$ cat src/rtl/cfi_pkg.sv
// Shared encodings for the shadow-stack control-flow checker.
// Assumes one retire event per cycle at most.
package cfi_pkg;

    // Kind of retired instruction presented on ev_kind
    typedef enum logic [2:0] {
        EV_PLAIN  = 3'd0,
        EV_CALL   = 3'd1,
        EV_ICALL  = 3'd2,
        EV_RET    = 3'd3,
        EV_IJMP   = 3'd4,
        EV_MARKER = 3'd5,
        EV_JMP    = 3'd6,
        EV_PLAIN7 = 3'd7
    } ev_kind_e;

    // Reason reported with a violation
    typedef enum logic [1:0] {
        CAUSE_NONE  = 2'b00,
        CAUSE_RET   = 2'b01,
        CAUSE_PAD   = 2'b10,
        CAUSE_STACK = 2'b11
    } cause_e;

endpackage

$ cat src/rtl/cfi_shadow_stack.sv
// Private return-address stack.
// Written only through the push port and read only at the newest entry.
// Assumes push is never asserted when full and pop never when empty.
// The caller guarantees both.
module cfi_shadow_stack #(
    parameter int DEPTH = 32,
    parameter int W     = 32,
    parameter int PTR_W = $clog2(DEPTH + 1)
) (
    input  logic             clk,
    input  logic             rst_n,
    input  logic             flush,
    input  logic             push,
    input  logic             pop,
    input  logic [W-1:0]     push_data,
    output logic [W-1:0]     top_data,
    output logic [PTR_W-1:0] level,
    output logic             empty,
    output logic             full
);
    localparam int IDX_W = (DEPTH > 1) ? $clog2(DEPTH) : 1;

    logic [W-1:0]     mem [DEPTH];
    logic [PTR_W-1:0] ptr;
    logic [PTR_W-1:0] ptr_m1;

    assign ptr_m1   = ptr - PTR_W'(1);
    assign top_data = mem[ptr_m1[IDX_W-1:0]];
    assign level    = ptr;
    assign empty    = (ptr == '0);
    assign full     = (ptr == PTR_W'(DEPTH));

    // Pointer: count of stored entries
    always_ff @(posedge clk) begin
        if (!rst_n || flush) begin
            ptr <= '0;
        end else if (push) begin
            ptr <= ptr + PTR_W'(1);
        end else if (pop) begin
            ptr <= ptr_m1;
        end
    end

    // Storage: written only by a call push
    always_ff @(posedge clk) begin
        if (push) begin
            mem[ptr[IDX_W-1:0]] <= push_data;
        end
    end
endmodule

$ cat src/rtl/cfi_pad_tracker.sv
// Holds the expectation that the next event is a landing-pad marker.
// Set by an accepted indirect transfer, cleared only by a marker,
// by flush or by reset.
module cfi_pad_tracker (
    input  logic clk,
    input  logic rst_n,
    input  logic flush,
    input  logic set_pad,
    input  logic clr_pad,
    output logic pad_pending
);
    // Pending flag update; set wins over clear
    always_ff @(posedge clk) begin
        if (!rst_n || flush) begin
            pad_pending <= 1'b0;
        end else if (set_pad) begin
            pad_pending <= 1'b1;
        end else if (clr_pad) begin
            pad_pending <= 1'b0;
        end
    end
endmodule

$ cat src/rtl/cfi_verdict.sv
// Combinational decision for one accepted event.
// Picks the stack action, the pad action and any fault.
// A missing pad is checked first. A faulting event modifies nothing.
module cfi_verdict
    import cfi_pkg::*;
#(
    parameter int W = 32
) (
    input  logic         accept,
    input  ev_kind_e     kind,
    input  logic [W-1:0] addr,
    input  logic         pad_pending,
    input  logic [W-1:0] top_data,
    input  logic         empty,
    input  logic         full,
    output logic         push,
    output logic         pop,
    output logic         set_pad,
    output logic         clr_pad,
    output logic         fault,
    output cause_e       fault_cause
);
    // Event classification and fault detection
    always_comb begin
        push        = 1'b0;
        pop         = 1'b0;
        set_pad     = 1'b0;
        clr_pad     = 1'b0;
        fault       = 1'b0;
        fault_cause = CAUSE_NONE;
        if (accept) begin
            if (pad_pending && kind != EV_MARKER) begin
                fault       = 1'b1;
                fault_cause = CAUSE_PAD;
            end else begin
                unique case (kind)
                    EV_CALL, EV_ICALL: begin
                        if (full) begin
                            fault       = 1'b1;
                            fault_cause = CAUSE_STACK;
                        end else begin
                            push    = 1'b1;
                            set_pad = (kind == EV_ICALL);
                        end
                    end
                    EV_RET: begin
                        if (empty) begin
                            fault       = 1'b1;
                            fault_cause = CAUSE_STACK;
                        end else if (top_data != addr) begin
                            fault       = 1'b1;
                            fault_cause = CAUSE_RET;
                        end else begin
                            pop = 1'b1;
                        end
                    end
                    EV_IJMP:   set_pad = 1'b1;
                    EV_MARKER: clr_pad = 1'b1;
                    default: ;
                endcase
            end
        end
    end
endmodule

$ cat src/rtl/cfi_guard.sv
// Top of the shadow-stack control-flow checker.
// Accepts one retire event per cycle unless a violation is latched.
// The latch clears only with clr. Outputs are registered: an event
// presented before a clock edge shows its effect right after that edge.
module cfi_guard
    import cfi_pkg::*;
#(
    parameter int DEPTH = 32,
    parameter int W     = 32,
    parameter int PTR_W = $clog2(DEPTH + 1)
) (
    input  logic             clk,
    input  logic             rst_n,
    input  logic             clr,
    input  logic             ev_valid,
    input  logic [2:0]       ev_kind,
    input  logic [W-1:0]     ev_addr,
    output logic             viol,
    output logic [1:0]       viol_cause,
    output logic [PTR_W-1:0] depth,
    output logic             empty,
    output logic             full
);
    logic         accept;
    logic         push, pop, set_pad, clr_pad, fault;
    cause_e       fault_cause;
    logic         pad_pending;
    logic [W-1:0] top_data;
    logic         viol_q;
    cause_e       cause_q;

    assign accept     = ev_valid && !viol_q && !clr;
    assign viol       = viol_q;
    assign viol_cause = cause_q;

    cfi_shadow_stack #(.DEPTH(DEPTH), .W(W), .PTR_W(PTR_W)) u_stack (
        .clk       (clk),
        .rst_n     (rst_n),
        .flush     (clr),
        .push      (push),
        .pop       (pop),
        .push_data (ev_addr),
        .top_data  (top_data),
        .level     (depth),
        .empty     (empty),
        .full      (full)
    );

    cfi_pad_tracker u_pad (
        .clk         (clk),
        .rst_n       (rst_n),
        .flush       (clr),
        .set_pad     (set_pad),
        .clr_pad     (clr_pad),
        .pad_pending (pad_pending)
    );

    cfi_verdict #(.W(W)) u_verdict (
        .accept      (accept),
        .kind        (ev_kind_e'(ev_kind)),
        .addr        (ev_addr),
        .pad_pending (pad_pending),
        .top_data    (top_data),
        .empty       (empty),
        .full        (full),
        .push        (push),
        .pop         (pop),
        .set_pad     (set_pad),
        .clr_pad     (clr_pad),
        .fault       (fault),
        .fault_cause (fault_cause)
    );

    // Violation latch with cause; cleared only by reset or clr
    always_ff @(posedge clk) begin
        if (!rst_n || clr) begin
            viol_q  <= 1'b0;
            cause_q <= CAUSE_NONE;
        end else if (fault) begin
            viol_q  <= 1'b1;
            cause_q <= fault_cause;
        end
    end
endmodule

$ cat config.mk
export PLATFORM = sky130hd
export DESIGN_NAME = cfi_guard
export DESIGN_NICKNAME = d
export VERILOG_FILES = /design/src/rtl/cfi_pkg.sv /design/src/rtl/cfi_shadow_stack.sv /design/src/rtl/cfi_pad_tracker.sv /design/src/rtl/cfi_verdict.sv /design/src/rtl/cfi_guard.sv
export SDC_FILE = /design/constraint.sdc
export NUM_CORES = 1
export LEC_CHECK = 0
export BUFFER_PORTS_ARGS = -buffer_cell sky130_fd_sc_hd__buf_2
export CAP_MARGIN = 20
export CELL_PAD_IN_SITES_DETAIL_PLACEMENT = 2
export CELL_PAD_IN_SITES_GLOBAL_PLACEMENT = 2
export CORE_MARGIN = 5
export CORE_UTILIZATION = 46
export CTS_CLUSTER_DIAMETER = 80
export DETAILED_ROUTE_END_ITERATION = 8
export GPL_ROUTABILITY_DRIVEN = 0
export GPL_TIMING_DRIVEN = 0
export PLACE_DENSITY = 0.81
export SETUP_SLACK_MARGIN = 0.2
export SLEW_MARGIN = 0
export SYNTH_ARGS = -nofsm -noshare
export SYNTH_HDL_FRONTEND = slang
export SYNTH_HIERARCHICAL = 1
export SYNTH_SLANG_ARGS = --single-unit
$ cat constraint.sdc
create_clock -name clk -period 5.35 [get_ports clk]
set_input_delay 1.3375 -clock clk [delete_from_list [all_inputs] [get_ports clk]]
set_output_delay 1.3375 -clock clk [all_outputs]
set_load 0.03 [all_outputs]
=== Yosys cells after proc, flatten, opt, wreduce, memory -nomap -nowiden ===
Memories as Yosys holds them, arrays and structs flattened.
Index checks and enable logic that the tools add are counted.

* Bits in writable memories: 1024
* Memories: 1
* Logic and storage cells: 60
* Output and inout bits: 11
* Bits in registers: 10
* Bits of input ports: 39

* Mux-type cells: 34
* Equal/unequal tests: 8
* Reductions and logical operators: 11
* Add/sub/neg operators: 2

{| class="wikitable"
|+ Memory list
! name !! depth !! bits a word !! read ports !! clocked after memory_dff !! write ports !! RTL line !! source
|-
| u_stack.mem || 32 || 32 || 1 || 0 || 1 || cfi_shadow_stack.sv:23 || <nowiki>logic [W-1:0] mem [DEPTH];</nowiki>
|}

{| class="wikitable"
|+ Operators with widths
! operator !! number
|-
| 32-bit inequality test || 1
|-
| 1-bit two-way mux || 25
|-
| 6-bit two-way mux || 2
|-
| 2-bit two-way mux || 4
|-
| 6-bit by 1-bit adder with 6-bit output (second input constant) || 1
|-
| 3-bit by 2-bit equality test with 1-bit output (second input constant) || 2
|-
| 3-bit equality test (second input constant) || 2
|-
| 6-bit equality test (second input constant) || 1
|-
| 6-bit logical NOT || 1
|-
| 6-bit by 1-bit subtractor with 6-bit output (second input constant) || 1
|-
| 1-bit case mux with 2 select lines || 2
|-
| 2-bit case mux with 2 select lines || 1
|-
| 2-bit nonzero test || 2
|-
| 3-bit by 1-bit equality test with 1-bit output (second input constant) || 1
|-
| 1-bit logical AND || 3
|-
| 1-bit logical NOT || 3
|-
| 3-bit inequality test (second input constant) || 1
|-
| 2-bit OR reduction || 1
|-
| 1-bit logical OR || 1
|}

=== Depth between registers and ports, before layout ===
An unclocked memory read counts as a cell.

* Word-level depth: 10
* Mapped depth: 21
* Depth with buffers taken out: 15

=== Modules after synthesis ===
The synthesis kept the hierarchy.

{| class="wikitable"
|+ By module, submodules not included
! module !! area each (µm²) !! seq. area each (µm²) !! times used !! cells each
|-
| cfi_shadow_stack || 40047.2 || 30869.6 || 1 || 1773
|-
| cfi_verdict || 519.2 || 0.0 || 1 || 68
|-
| cfi_guard || 108.9 || 60.1 || 1 || 11
|-
| cfi_pad_tracker || 40.0 || 20.0 || 1 || 4
|}

=== Least setup slack after synthesis ===
No wires, ideal clock.

* Path type: reg-to-reg
* Start: register u_stack.ptr[0] (netlist: u_stack/level[0])
* End: memory u_stack.mem[19][0] (enable)
* Arrival: 4.888 ns
* Path slack: 0.001 ns
* Setup time: 0.461 ns
* Clock period less this slack: 5.349 ns
* Path buffers: 4
* Stages on the path, launching flop included: 11
* Data required time: 4.889 ns
* Path through: dfxtp_1 -> buf_6 -> buf_4 -> buf_4 -> inv_1 -> ha_1 -> and4b_1 -> nor4_1 -> clkbuf_1 -> nand2_1 -> nor3_1

* Cells in the longest elaborated chain, start to end: 7

{| class="wikitable"
|+ Ends and longest elaborated chain
! what !! RTL line !! source
|-
| start: declaration || cfi_shadow_stack.sv:24 || <nowiki>logic [PTR_W-1:0] ptr;</nowiki>
|-
| start signal: assignment || cfi_shadow_stack.sv:38 || <nowiki>ptr <= ptr + PTR_W'(1);</nowiki>
|-
| start signal: assignment || cfi_shadow_stack.sv:40 || <nowiki>ptr <= ptr_m1;</nowiki>
|-
| 6-bit equality test || cfi_shadow_stack.sv:31 || <nowiki>assign full = (ptr == PTR_W'(DEPTH));</nowiki>
|-
| named net full || cfi_guard.sv:22 || <nowiki>output logic full</nowiki>
|-
| 1-bit two-way mux || cfi_verdict.sv:38 || <nowiki>if (full) begin</nowiki>
|-
| 1-bit two-way mux || cfi_verdict.sv:36 || <nowiki>unique case (kind)</nowiki>
|-
| 1-bit two-way mux || cfi_verdict.sv:32 || <nowiki>if (pad_pending && kind != EV_MARKER) begin</nowiki>
|-
| 1-bit two-way mux || cfi_verdict.sv:31 || <nowiki>if (accept) begin</nowiki>
|-
| named net push || cfi_guard.sv:25 || <nowiki>logic push, pop, set_pad, clr_pad, fault;</nowiki>
|-
| 1-bit two-way mux || cfi_shadow_stack.sv:46 || <nowiki>if (push) begin</nowiki>
|-
| 1-bit two-way mux (implied by the code) || cfi_shadow_stack.sv:47 || <nowiki>mem[ptr[IDX_W-1:0]] <= push_data;</nowiki>
|-
| end: declaration || cfi_shadow_stack.sv:23 ||
|}

The timed path passes the listed nets, and every way through them passes these cells.

=== Final worst setup path ===
* Start: register u_stack.ptr[0] (netlist: u_stack/level[0])
* End: register u_stack.ptr[3] (netlist: u_stack/level[3])

* Cells in the longest elaborated chain, start to end: 9
* Elaborated cells on any way between the ends: 18
* Those cells by class: add/sub (2); eq/ne (2); mux (11); reduce/logical (2); memory (1)

{| class="wikitable"
|+ Ends and longest elaborated chain
! what !! RTL line !! source
|-
| 6-bit by 1-bit subtractor with 6-bit output || cfi_shadow_stack.sv:27 || <nowiki>assign ptr_m1 = ptr - PTR_W'(1);</nowiki>
|-
| memory 32 x 32 bit || - ||
|-
| named net top_data[16] || cfi_guard.sv:28 || <nowiki>logic [W-1:0] top_data;</nowiki>
|-
| 32-bit inequality test || cfi_verdict.sv:50 || <nowiki>end else if (top_data != addr) begin</nowiki>
|-
| 1-bit two-way mux || cfi_verdict.sv:50 ||
|-
| 1-bit two-way mux || cfi_verdict.sv:47 || <nowiki>if (empty) begin</nowiki>
|-
| 1-bit two-way mux || cfi_verdict.sv:36 ||
|-
| 1-bit two-way mux || cfi_verdict.sv:32 ||
|-
| 1-bit two-way mux || cfi_verdict.sv:31 ||
|-
| named net pop || cfi_guard.sv:25 ||
|-
| 2-bit nonzero test (no source line) || - ||
|}

The timed path passes the listed nets, and every way through them passes these cells. The select of a mux whose other input is x is not followed.
A chain may end at the register's enable or synchronous reset.

==> metrics.md <==
| Metric | Value |
|---|---|
| Syn Area/Cell | `21.9 um2` |
| Total number of H-tree levels | `3` |
| DR iter-0 viols | `between 4000 and 5000` |
| Top post-synthesis cells by count | `edfxtp_1 (1024), mux4_2 (256), nand2_1 (75)` |
| Final net count | `2175` |
| Share of layout cells above drive strength 1 | `39.4%` |
| Core area | `88100 um2` |
| Pre-Repair DR Iteration Count | `5` |
| Clk sinks | `1034` |
| Remaining Overflow, GRT | `0` |
| Final setup violation count | `26` |
| Largest net degree at the start of global routing | `34` |
| Worst path slowest cell | `mux2i_1` |
| Critical path arrival | `6180 ps` |
| FMAX | `179 MHz` |
| P_leak | `15.4 nW` |
| Setup tns final | `-1610 ps` |
| WP data required | `around 6000 ps` |
| Hold buffer count at cts | `0` |
| Clock tree buffer depth | `3` |
| Combinational share of power | `3.1%` |
| Internal power | `13.4 mW` |
| Max VDD drop | `0.257 mV` |
| DP Cell Count | `3128` |
| # port buffers | `48` |
| Final critical-path share of the clock period | `105%` |
| Status | `finished, violations left` |
| Worst setup EP type | `flip-flop` |
| P_sw | `4.14 mW` |
| Initial Utilization | `46.2%` |
| Area leader, netlist | `edfxtp_1` |
| Max capacitance violation total | `0` |
| Initial antenna violation count | `3` |
| CP peak stage delay | `510 ps` |
| Number of synthesized flops with an enable pin | `between 1000 and 1500` |
| IO Count | `50` |
| PwrDens | `358 nW/um2` |
| Pins Over Slew Limit | `0` |
| Post-synthesis sequential area ratio | `~76%` |
| Die X | `308 um` |
| Syn Inst Count | `1856` |
| CTS Buf Count | `about 110` |
| Worst skew pair latency | `around 720 ps` |
| WL final | `177000 um` |
| CTS Root Cell | `clkbuf_16` |
| Clock transition at the registers of the reported paths | `around 70 ps` |
| Die H | `308 um` |
| Rel. slew slack | `between 20% and 30%` |
| RSZ-0062 raised after global routing | `true` |
| Power Total | `17.6 mW` |
| Crit path top cell by count | `buf_12` |
| Hold Crit Class | `reg2reg` |
| Crit path time final | `~5600 ps` |
| Synthesized area | `40700 um2` |
| Post-Syn Nets | `1900` |
| Die ar. | `94600 um2` |
| Final count of hold timing violations | `0` |
| CP max FO | `10` |
| Synth cell types | `51` |
| Worst setup margin | `-244 ps` |
| Ys async rst share | `0%` |
| Hold slack | `545 ps` |
| Predominant post-synthesis flop cell | `edfxtp_1` |
| Antenna-violating nets left | `0` |
| Cell breakdown of the critical path | `buf_8, buf_12, buf_12, clkinvlp_4, ha_1, buf_4, xor2_4, buf_6, buf_12, buf_6, mux2i_1, a2111oi_4, xnor2_2, nand4_1, nor3_2, nand3_2, nor3_4, nand2b_1, o21ai_1, xnor2_1, nor2_1` |
| Area added between synthesis and finish | `20.5%` |
| Vias per cell | `7.31` |
| WL per Instance | `52.3 um` |
| Clk network pwr share | `46.3%` |
| Largest cells by area after synthesis | `edfxtp_1 (76%), mux4_2 (14%), mux2_2 (1.8%)` |
| Post-detail-place hpwl | `93800 um` |
| Cell Rows | `109` |
| FF+latch count, synth | `1034` |
| Synth warn | `6` |
| Worst slew pin tran | `around 1100 ps` |
| Most frequent cell after synthesis | `edfxtp_1` |
| Drc violations | `0` |
| Violated checks | `setup timing` |
| CTS tree | `built` |
| Worst Skew | `~54 ps` |
| Share of the synthesized area in the top cell type | `between 70% and 80%` |
| Global-route wire length before repair | `223000 um` |
| Setup CP Type | `reg2reg` |
| Flop pwr share | `50.6%` |
| Vias in the first global route | `24700` |
| Gr usage total | `34.6%` |
| Sw Share | `a little under a quarter` |
| Post-route insts no fill | `between 3000 and 4000` |
| Worst setup SP type | `flip-flop` |
| Vias | `24800` |
| Fillcell total | `~7000` |
-- registers in the layout, summed over array words and instances, names as in the netlist --
signal,count
u_pad/pad_pending,1
viol_cause,2
viol,1
u_stack/level,6
u_stack/mem,1024
-- final timing paths --
kind,startpoint,endpoint,slack (ps),cells past startpoint
hold / removal,viol_cause[1],viol_cause[1],540,2
hold reg to reg,viol_cause[1],viol_cause[1],540,2
setup reg to reg,u_stack/level[0],u_stack/level[3],-240,21
setup / recovery,u_stack/level[0],u_stack/level[3],-240,21
-- power groups by stage --
stage               logic, mW  clock network (mW)  registers (mW)
detailed placement      0.443                   0            9.08
global placement        0.386                   0            9.08
global route            0.550                8.53            8.90
finish                  0.548                8.13            8.90
floorplan               0.185                   0            9.08
CTS                     0.489                7.77            8.91
-- cell families (layout without fill, tap and decap cells) --
logic type	after synthesis	in the layout	synth area share (%)
DFF	1034	1034	76.0
AOI/OAI and AO/OA	117	117	2.38
xor gates and xnor gates	41	41	0.882
muxes	354	354	16.8
other	0	4	0
buffers and inverters	109	471	1.42
adders and majority gates	5	5	0.154
and+or+nand+nor	196	196	2.38
-- worst max-delay path, delay by kind of cell, from the launching register on --
family          cells  cell delay (ps)
mux                 1              510
fa+ha+maj           1              270
xor+xnor            3              780
flops               1              430
simple gates        6             1370
compound gates      2              500
buf+inv             8             1580
-- per-stage QoR --
stage          worst slack [ps]  instance area, um2  util, %
2_1_floorplan             0.848               40700        -
3_3_place_gp              -3630               42400     48.2
3_5_place_dp              -1840               43600     49.5
4_1_cts                   -78.5               48100     54.6
5_1_grt                    -205               49000     55.7
6_report                   -244               49100     55.7
-- cell type report --
| type | instances | area (um2) | share of cell area (%) |
|---|---|---|---|
| clock buffers | 137 | 2850 | 5.82 |
| well taps | 1165 | 1460 | 2.97 |
| diodes | 4 | 10.0 | 0.0204 |
| inverters | 7 | 30.0 | 0.0612 |
| clock inverters | 59 | 606 | 1.23 |
| multi-input cells | 713 | 10300 | 20.9 |
| flip-flops and latches | 1034 | 31000 | 63.1 |
| repair buffers | 167 | 1920 | 3.92 |
| plain buffers | 101 | 970 | 1.98 |
-- routing by layer --
metal	up-vias	GRT usage [%]	wire, um
met5	-	0	0
met4	0	18.0	13100
met3	679	7.21	18200
met2	2383	56.3	84100
met1	13400	44.6	61800
li1	8344	-	-
-- cells in the final DEF, fill, tap and decap left out, drive strengths merged, types with 2 or more instances in the layout --
cell type | Yosys | layout
edfxtp | 1024 | 1024
nor2b | 6 | 6
diode | 0 | 4
ha | 5 | 5
nor3 | 20 | 20
a2111oi | 32 | 32
nor2 | 33 | 33
nor3b | 2 | 2
and3 | 32 | 32
mux2i | 34 | 34
inv | 7 | 6
nand3 | 3 | 3
nor4 | 7 | 7
o21ai | 5 | 5
dfxtp | 10 | 10
buf | 75 | 247
a32oi | 2 | 2
mux4 | 256 | 256
xnor2 | 18 | 18
mux2 | 64 | 64
nand4 | 5 | 5
clkinvlp | 0 | 3
clkinv | 0 | 44
bufinv | 0 | 13
xor2 | 23 | 23
or3 | 3 | 3
a21oi | 66 | 66
clkbuf | 27 | 158
nand2 | 75 | 75
nand2b | 5 | 5
-- timing repair --
item	4_1_cts	5_1_grt
pin swaps	26	19
gates cloned	1	0
setup buffers	17	41
setup endpoints to repair	874	803
resized for setup	201	92
(Power assumes the default switching activity.)
